==> config.mk <==
export PLATFORM = sky130hd
export DESIGN_NAME = ata_pio_host
export DESIGN_NICKNAME = d
export VERILOG_FILES = /design/src/rtl/ata_host_pkg.sv /design/src/rtl/ata_host_regs.sv /design/src/rtl/ata_phase_timer.sv /design/src/rtl/ata_cycle_fsm.sv /design/src/rtl/ata_pio_host.sv
export SDC_FILE = /design/constraint.sdc
export NUM_CORES = 1
export LEC_CHECK = 0
export ABC_AREA = 1
export ABC_CLOCK_PERIOD_IN_PS = 3740
export BUFFER_PORTS_ARGS = -buffer_cell sky130_fd_sc_hd__buf_2
export CORE_MARGIN = 3
export CORE_UTILIZATION = 56
export DETAILED_ROUTE_END_ITERATION = 6
export PLACE_DENSITY = 0.85
export SLEW_MARGIN = 0
export SYNTH_ARGS = -nofsm -noshare
export SYNTH_HDL_FRONTEND = slang
export SYNTH_SLANG_ARGS = --single-unit
==> constraint.sdc <==
create_clock -name clk_i -period 3.74 [get_ports clk_i]
set_clock_uncertainty 0.15 [all_clocks]
set_input_delay 0.374 -clock clk_i [delete_from_list [all_inputs] [get_ports clk_i]]
set_output_delay 0.374 -clock clk_i [all_outputs]
set_load 0.02 [all_outputs]
==> src/rtl/ata_host_pkg.sv <==
package ata_host_pkg;

    parameter int TW = 5;   // timing count width
    parameter int AW = 3;   // drive register address width
    parameter int DW = 16;  // data word width
    parameter int XW = 17;  // transfer count width (up to 65536 words)

    typedef enum logic [2:0] {
        PH_IDLE, PH_WAIT, PH_SETUP, PH_STROBE, PH_HOLD, PH_WEND
    } phase_e;

    typedef struct packed {
        logic          en;
        logic [TW-1:0] pio_setup;
        logic [TW-1:0] pio_strobe;
        logic [TW-1:0] pio_hold;
        logic [TW-1:0] dma_strobe;
        logic [TW-1:0] dma_hold;
    } timing_t;

    typedef struct packed {
        logic [AW-1:0] addr;
        logic          rd;
        logic [DW-1:0] data;
        logic          stream;
        logic          dma_hs;
    } cmd_t;

    // Next bus phase; empty setup/hold phases are skipped, strobe never is.
    function automatic phase_e phase_after(phase_e p, logic has_setup, logic has_hold);
        case (p)
            PH_WAIT:   return has_setup ? PH_SETUP : PH_STROBE;
            PH_SETUP:  return PH_STROBE;
            PH_STROBE: return has_hold ? PH_HOLD : PH_WEND;
            PH_HOLD:   return PH_WEND;
            default:   return PH_IDLE;
        endcase
    endfunction

    // True in the last cycle of a phase of length len (0 behaves as 1).
    function automatic logic len_reached(logic [TW-1:0] cnt, logic [TW-1:0] len);
        return ({1'b0, cnt} + {{TW{1'b0}}, 1'b1}) >= {1'b0, len};
    endfunction

endpackage

==> src/rtl/ata_host_regs.sv <==
module ata_host_regs
    import ata_host_pkg::*;
#(
    parameter int XFER_W = XW
) (
    input  logic              clk_i,
    input  logic              rst_i,
    input  logic              cfg_wr_i,
    input  timing_t           cfg_i,
    input  logic              cnt_wr_i,
    input  logic [XFER_W-1:0] cnt_i,
    output timing_t           timing_o,
    output logic [XFER_W-1:0] words_o
);
    always_ff @(posedge clk_i) begin
        if (rst_i) begin
            timing_o <= '0;
            words_o  <= XFER_W'(1);
        end else begin
            if (cfg_wr_i) timing_o <= cfg_i;
            if (cnt_wr_i) words_o  <= cnt_i;
        end
    end
endmodule

==> src/rtl/ata_phase_timer.sv <==
module ata_phase_timer
    import ata_host_pkg::*;
(
    input  logic          clk_i,
    input  logic          rst_i,
    input  logic          clear_i,
    input  logic [TW-1:0] len_i,
    output logic          last_o
);
    logic [TW-1:0] cnt_q;

    assign last_o = len_reached(cnt_q, len_i);

    always_ff @(posedge clk_i) begin
        if (rst_i || clear_i) cnt_q <= '0;
        else if (!last_o)     cnt_q <= cnt_q + 1'b1;
    end
endmodule

==> src/rtl/ata_cycle_fsm.sv <==
module ata_cycle_fsm
    import ata_host_pkg::*;
#(
    parameter int XFER_W = XW
) (
    input  logic              clk_i,
    input  logic              rst_i,
    input  timing_t           tcfg_i,
    input  logic [XFER_W-1:0] words_i,
    input  logic              cmd_wr_i,
    input  cmd_t              cmd_i,
    input  logic              multi_i,
    input  logic              tx_valid_i,
    input  logic [DW-1:0]     tx_data_i,
    input  logic              dmarq_i,
    input  logic              ph_last_i,
    output phase_e            phase_o,
    output logic [TW-1:0]     len_o,
    output logic              ph_clear_o,
    output cmd_t              cur_o,
    output logic [DW-1:0]     wdata_o,
    output logic              accept_o,
    output logic              cap_o,
    output logic              tx_ready_o
);
    phase_e            nxt;
    logic [XFER_W-1:0] rem_q;
    logic [TW-1:0]     setup_len, strobe_len, hold_len;
    logic              go;

    assign setup_len  = cur_o.dma_hs ? '0 : tcfg_i.pio_setup;
    assign strobe_len = cur_o.dma_hs ? tcfg_i.dma_strobe : tcfg_i.pio_strobe;
    assign hold_len   = cur_o.dma_hs ? tcfg_i.dma_hold   : tcfg_i.pio_hold;

    assign accept_o   = cmd_wr_i && tcfg_i.en && (phase_o == PH_IDLE);
    assign go         = (!cur_o.stream || cur_o.rd || tx_valid_i) && (!cur_o.dma_hs || dmarq_i);
    assign tx_ready_o = (phase_o == PH_WAIT) && go && cur_o.stream && !cur_o.rd;
    assign cap_o      = (phase_o == PH_STROBE) && ph_last_i && cur_o.rd;
    assign ph_clear_o = (nxt != phase_o);

    always_comb begin
        case (phase_o)
            PH_SETUP:  len_o = setup_len;
            PH_STROBE: len_o = strobe_len;
            PH_HOLD:   len_o = hold_len;
            default:   len_o = '0;
        endcase
    end

    always_comb begin
        nxt = phase_o;
        case (phase_o)
            PH_IDLE:   if (accept_o) nxt = PH_WAIT;
            PH_WAIT:   if (go) nxt = phase_after(phase_o, setup_len != '0, hold_len != '0);
            PH_SETUP, PH_STROBE, PH_HOLD:
                       if (ph_last_i) nxt = phase_after(phase_o, setup_len != '0, hold_len != '0);
            PH_WEND:   nxt = (rem_q > XFER_W'(1)) ? PH_WAIT : PH_IDLE;
            default:   nxt = PH_IDLE;
        endcase
    end

    always_ff @(posedge clk_i) begin
        if (rst_i) begin
            phase_o <= PH_IDLE;
            rem_q   <= '0;
            cur_o   <= '0;
            wdata_o <= '0;
        end else begin
            phase_o <= nxt;
            if (accept_o) begin
                cur_o <= cmd_i;
                rem_q <= multi_i ? words_i : XFER_W'(1);
            end
            if (phase_o == PH_WEND) rem_q <= rem_q - 1'b1;
            if (phase_o == PH_WAIT && go)
                wdata_o <= (cur_o.stream && !cur_o.rd) ? tx_data_i : cur_o.data;
        end
    end
endmodule

==> src/rtl/ata_pio_host.sv <==
module ata_pio_host
    import ata_host_pkg::*;
#(
    parameter int TIME_W = TW,
    parameter int ADDR_W = AW,
    parameter int DATA_W = DW,
    parameter int XFER_W = XW
) (
    input  logic              clk_i,
    input  logic              rst_i,
    input  logic              cfg_wr_i,
    input  logic              cfg_en_i,
    input  logic [TIME_W-1:0] cfg_pio_setup_i,
    input  logic [TIME_W-1:0] cfg_pio_strobe_i,
    input  logic [TIME_W-1:0] cfg_pio_hold_i,
    input  logic [TIME_W-1:0] cfg_dma_strobe_i,
    input  logic [TIME_W-1:0] cfg_dma_hold_i,
    input  logic              cnt_wr_i,
    input  logic [XFER_W-1:0] cnt_words_i,
    input  logic              cmd_wr_i,
    input  logic [ADDR_W-1:0] cmd_addr_i,
    input  logic              cmd_read_i,
    input  logic [DATA_W-1:0] cmd_data_i,
    input  logic              cmd_stream_i,
    input  logic              cmd_multi_i,
    input  logic              cmd_dmahs_i,
    input  logic [DATA_W-1:0] tx_data_i,
    input  logic              tx_valid_i,
    output logic              tx_ready_o,
    output logic [DATA_W-1:0] rx_data_o,
    output logic              rx_valid_o,
    output logic              busy_o,
    output logic              tr_rdy_o,
    output logic              dav_o,
    output logic [DATA_W-1:0] rd_word_o,
    output logic              ata_cs_o,
    output logic [ADDR_W-1:0] ata_addr_o,
    output logic              ata_rd_o,
    output logic              ata_wr_o,
    output logic [DATA_W-1:0] ata_dout_o,
    output logic              ata_doe_o,
    input  logic [DATA_W-1:0] ata_din_i,
    input  logic              ata_dmarq_i,
    output logic              ata_dmack_o
);
    timing_t           cfg_in, timing_q;
    logic [XFER_W-1:0] words_q;
    cmd_t              cmd_in, cur;
    phase_e            phase;
    logic [TW-1:0]     ph_len;
    logic              ph_clear, ph_last, accept, cap, host_en;

    assign cfg_in  = '{en: cfg_en_i, pio_setup: cfg_pio_setup_i, pio_strobe: cfg_pio_strobe_i,
                       pio_hold: cfg_pio_hold_i, dma_strobe: cfg_dma_strobe_i, dma_hold: cfg_dma_hold_i};
    assign cmd_in  = '{addr: cmd_addr_i, rd: cmd_read_i, data: cmd_data_i,
                       stream: cmd_stream_i, dma_hs: cmd_dmahs_i};
    assign host_en = timing_q.en;

    ata_host_regs #(.XFER_W(XFER_W)) regs_i (
        .clk_i(clk_i), .rst_i(rst_i), .cfg_wr_i(cfg_wr_i), .cfg_i(cfg_in),
        .cnt_wr_i(cnt_wr_i), .cnt_i(cnt_words_i), .timing_o(timing_q), .words_o(words_q)
    );

    ata_phase_timer timer_i (
        .clk_i(clk_i), .rst_i(rst_i), .clear_i(ph_clear), .len_i(ph_len), .last_o(ph_last)
    );

    ata_cycle_fsm #(.XFER_W(XFER_W)) fsm_i (
        .clk_i(clk_i), .rst_i(rst_i), .tcfg_i(timing_q), .words_i(words_q),
        .cmd_wr_i(cmd_wr_i), .cmd_i(cmd_in), .multi_i(cmd_multi_i),
        .tx_valid_i(tx_valid_i), .tx_data_i(tx_data_i), .dmarq_i(ata_dmarq_i),
        .ph_last_i(ph_last), .phase_o(phase), .len_o(ph_len), .ph_clear_o(ph_clear),
        .cur_o(cur), .wdata_o(ata_dout_o), .accept_o(accept), .cap_o(cap),
        .tx_ready_o(tx_ready_o)
    );

    assign ata_cs_o    = (phase == PH_SETUP) || (phase == PH_STROBE) || (phase == PH_HOLD);
    assign ata_addr_o  = ata_cs_o ? cur.addr : '0;
    assign ata_rd_o    = (phase == PH_STROBE) && cur.rd;
    assign ata_wr_o    = (phase == PH_STROBE) && !cur.rd;
    assign ata_doe_o   = ata_cs_o && !cur.rd;
    assign ata_dmack_o = ata_cs_o && cur.dma_hs;
    assign busy_o      = (phase != PH_IDLE);
    assign tr_rdy_o    = (phase == PH_WEND);
    assign rx_data_o   = rd_word_o;

    always_ff @(posedge clk_i) begin
        if (rst_i) begin
            rd_word_o  <= '0;
            dav_o      <= 1'b0;
            rx_valid_o <= 1'b0;
        end else begin
            rx_valid_o <= 1'b0;
            if (accept) dav_o <= 1'b0;
            if (cap) begin
                rd_word_o  <= ata_din_i;
                dav_o      <= 1'b1;
                rx_valid_o <= cur.stream;
            end
        end
    end
endmodule

==> results.tsv <==
metric	value	unit
nNetsFinal	1122	
setup_viol	0	
path_buf_inv	4	
slowest_stage	inv_1	
hpwl	10.1	mm
routed_wl	18.6	mm
via_per_inst	5.58	
finalMaxSlewViolations	0	
synth_compound_area_share	17.3	%
grt-ovfl-total	0	
fin_crit	2.92	ns
vias	6453	
grt_max_degree	68	
min_path_type	in2reg	
synth_seq_cells	124	
synth_ff_type	dfxtp_1	
cp_top_family	buffers and inverters	
seq_area_frac_synth	43.4	%
rows	36	
synth_fp_nets	906	
period_share	78.2	%
arrival	3.19	ns
synth_top_family_by_area	simple AND/OR/NAND/NOR gates	
worst-path-max-fanout	33	
startpoint_type	flop	
whs	0.00645	ns
rsz0062_at_grt	false	
p_leak	3.59	nW
dr.first_iter.drc_count	630	
synth_most_common_cell	nor2_1	
synth_top_area_share	43.4	%
cts_buffers	17	
grt_pass1_wl	30.4	mm
hold_viol	0	
clock.fmax	0.342	GHz
routabilityCongestion	0.904	
die_h	107	µm
cts_tree	done	
grt_usage	32.5	%
worstPathRequired	4.01	ns
die_area	11500	µm²
slowest_delay	0.67	ns
relSlewSlack	40.3	%
crit_chain	buf_4, inv_2, nand2_2, o21ai_0, inv_1, nand2_1, inv_1, o21ai_0, a31oi_1	
io_pins	166	
async_reset_ff_share	0	%
htree_levels	4	
dr.pass1.iters	5	
maxCapViolations	0	
ctsResizeCount	0	
wl_per_cell	16.1	µm
powerDensity	462	nW/µm²
syn-cell-area	5720	µm²
clk_latency	0.51	ns
worst_pin_slew	0.894	ns
cts_buffer_depth	2	
synth_xor_area_share	1.38	%
clkSlewWorstSetupHoldPaths	0.06	ns
ctsHoldBuffers	86	
fin_tns_setup	0	ns
start_util	58.0	%
ys.warnings.count	0	
synth_fa_ha_area_share	1.75	%
cts_setup_buffers	0	
place_ws	0.879	ns
layout-drive-gt1-share	21.5	%
status	completed	
drc_errors	0	
ys_types	44	
die_width	107	µm
synthToLayoutAreaGrowth	37.2	%
grt_pass1_vias	6313	
core_area	9860	µm²
cts-root-buf	clkbuf_8	
yosys-top-cells-count	nor2_1, nand2_1, dfxtp_1	
synth_edf_count	0	
peakVddDrop	0.378	mV
synth-simple-area-share	27.6	%
layout_setup_ws	0.816	ns
cts_sinks	124	
grt_antenna_before_repair	0	
synth_area_leader_cell	dfxtp_1	
yosys-top-cells-area	dfxtp_1, nor2_1, o21ai_0	
synthCells	793	
crit_path_end_kind	flop	
crit_type	reg2reg	
avgSynthCellArea	7.22	µm²
detail-route-antenna-nets	0	
port_buffers	165	
synthMuxAreaShare	0	%
==> per-stage QoR <==
| step | power, W | cell area [µm²] | instances | util (%) |
|---|---|---|---|---|
| final | 0.00363 | 7850 | 1156 | 79.6 |
| after global placement | 0.00195 | 6410 | 1037 | 65.0 |
| after global routing | 0.00376 | 7850 | 1155 | 79.5 |
| after CTS | 0.00359 | 7850 | 1155 | 79.5 |
| after floorplan | 0.00180 | 5720 | 793 | - |
| after detailed placement | 0.00195 | 6410 | 1037 | 65.0 |
==> sequential cells by signal, indices dropped and copies added (netlist names) <==
| name | flops |
|---|---|
| regs_i.timing_o | 26 |
| fsm_i.cur_o | 22 |
| fsm_i.rem_q | 17 |
| regs_i.words_o | 17 |
| fsm_i.wdata_o | 16 |
| rd_word_o | 16 |
| timer_i.cnt_q | 5 |
| fsm_i.phase_o | 3 |
| dav_o | 1 |
| rx_valid_o | 1 |
==> power by group <==
part	internal (W)	total [W]	switching (W)	leakage, nW
clock network	0.000924	0.00159	0.000667	0.277
registers	0.00140	0.00145	0.0000522	1.01
logic	0.000230	0.000586	0.000356	2.30
total	0.00255	0.00363	0.00108	3.59
==> layout make-up <==
class,instances,area [µm²]
antenna,1,2.50
clock buffer,18,428
clock inverter,14,144
fill,641,2020
inverter,43,164
multi-input combinational,569,2750
sequential,124,2480
tap,133,166
timing repair buffer,254,1710
==> worst paths after layout <==
check             slack [ns]             from  depth (start not counted)           endpoint
hold / removal         0.006     tx_data_i[7]                          3   fsm_i.wdata_o[7]
hold reg to reg         0.31  fsm_i.cur_o[20]                          2    fsm_i.cur_o[20]
setup reg to reg        0.82  fsm_i.cur_o[18]                          9  fsm_i.wdata_o[11]
setup / recovery        0.82  fsm_i.cur_o[18]                          9  fsm_i.wdata_o[11]
==> worst register-to-register path: cells and delay by family, from the launching register on <==
family	cells	cell delay, ns
DFF	1	0.31
AOI/OAI and AO/OA	3	0.69
and+or+nand+nor	2	0.45
buffers and inverters	4	1.23
==> layer usage <==
layer | up-vias | routed length (µm) | global-route usage (%)
met5 | - | 0 | 0
met3 | 85 | 1550 | 7.34
li1 | 3055 | - | -
met4 | 0 | 770 | 15.8
met2 | 392 | 8990 | 54.6
met1 | 2921 | 7310 | 39.2
==> kinds of logic (layout without fill, tap and decap cells) <==
logic type	Yosys count	after routing
simple gates	371	371
other cells	0	1
fa+ha+maj	8	8
buf+inv	100	329
xor+xnor	9	9
compound gates	181	181
flops	124	124
==> placed cells by master (no fill, tap or decap), types with 4 or more instances in the layout <==
master,count
a211oi_1,4
a21oi_1,42
a31oi_1,25
buf_2,165
clkbuf_16,16
dfxtp_1,124
dlygate4sd3_1,86
ha_1,8
inv_1,35
inv_2,5
inv_6,9
nand2_1,126
nand3_1,49
nand4_1,6
nor2_1,167
nor3_1,6
o21ai_0,95
o21ai_1,4
xor2_1,6
Note: power is estimated with default switching activity, not from simulation.
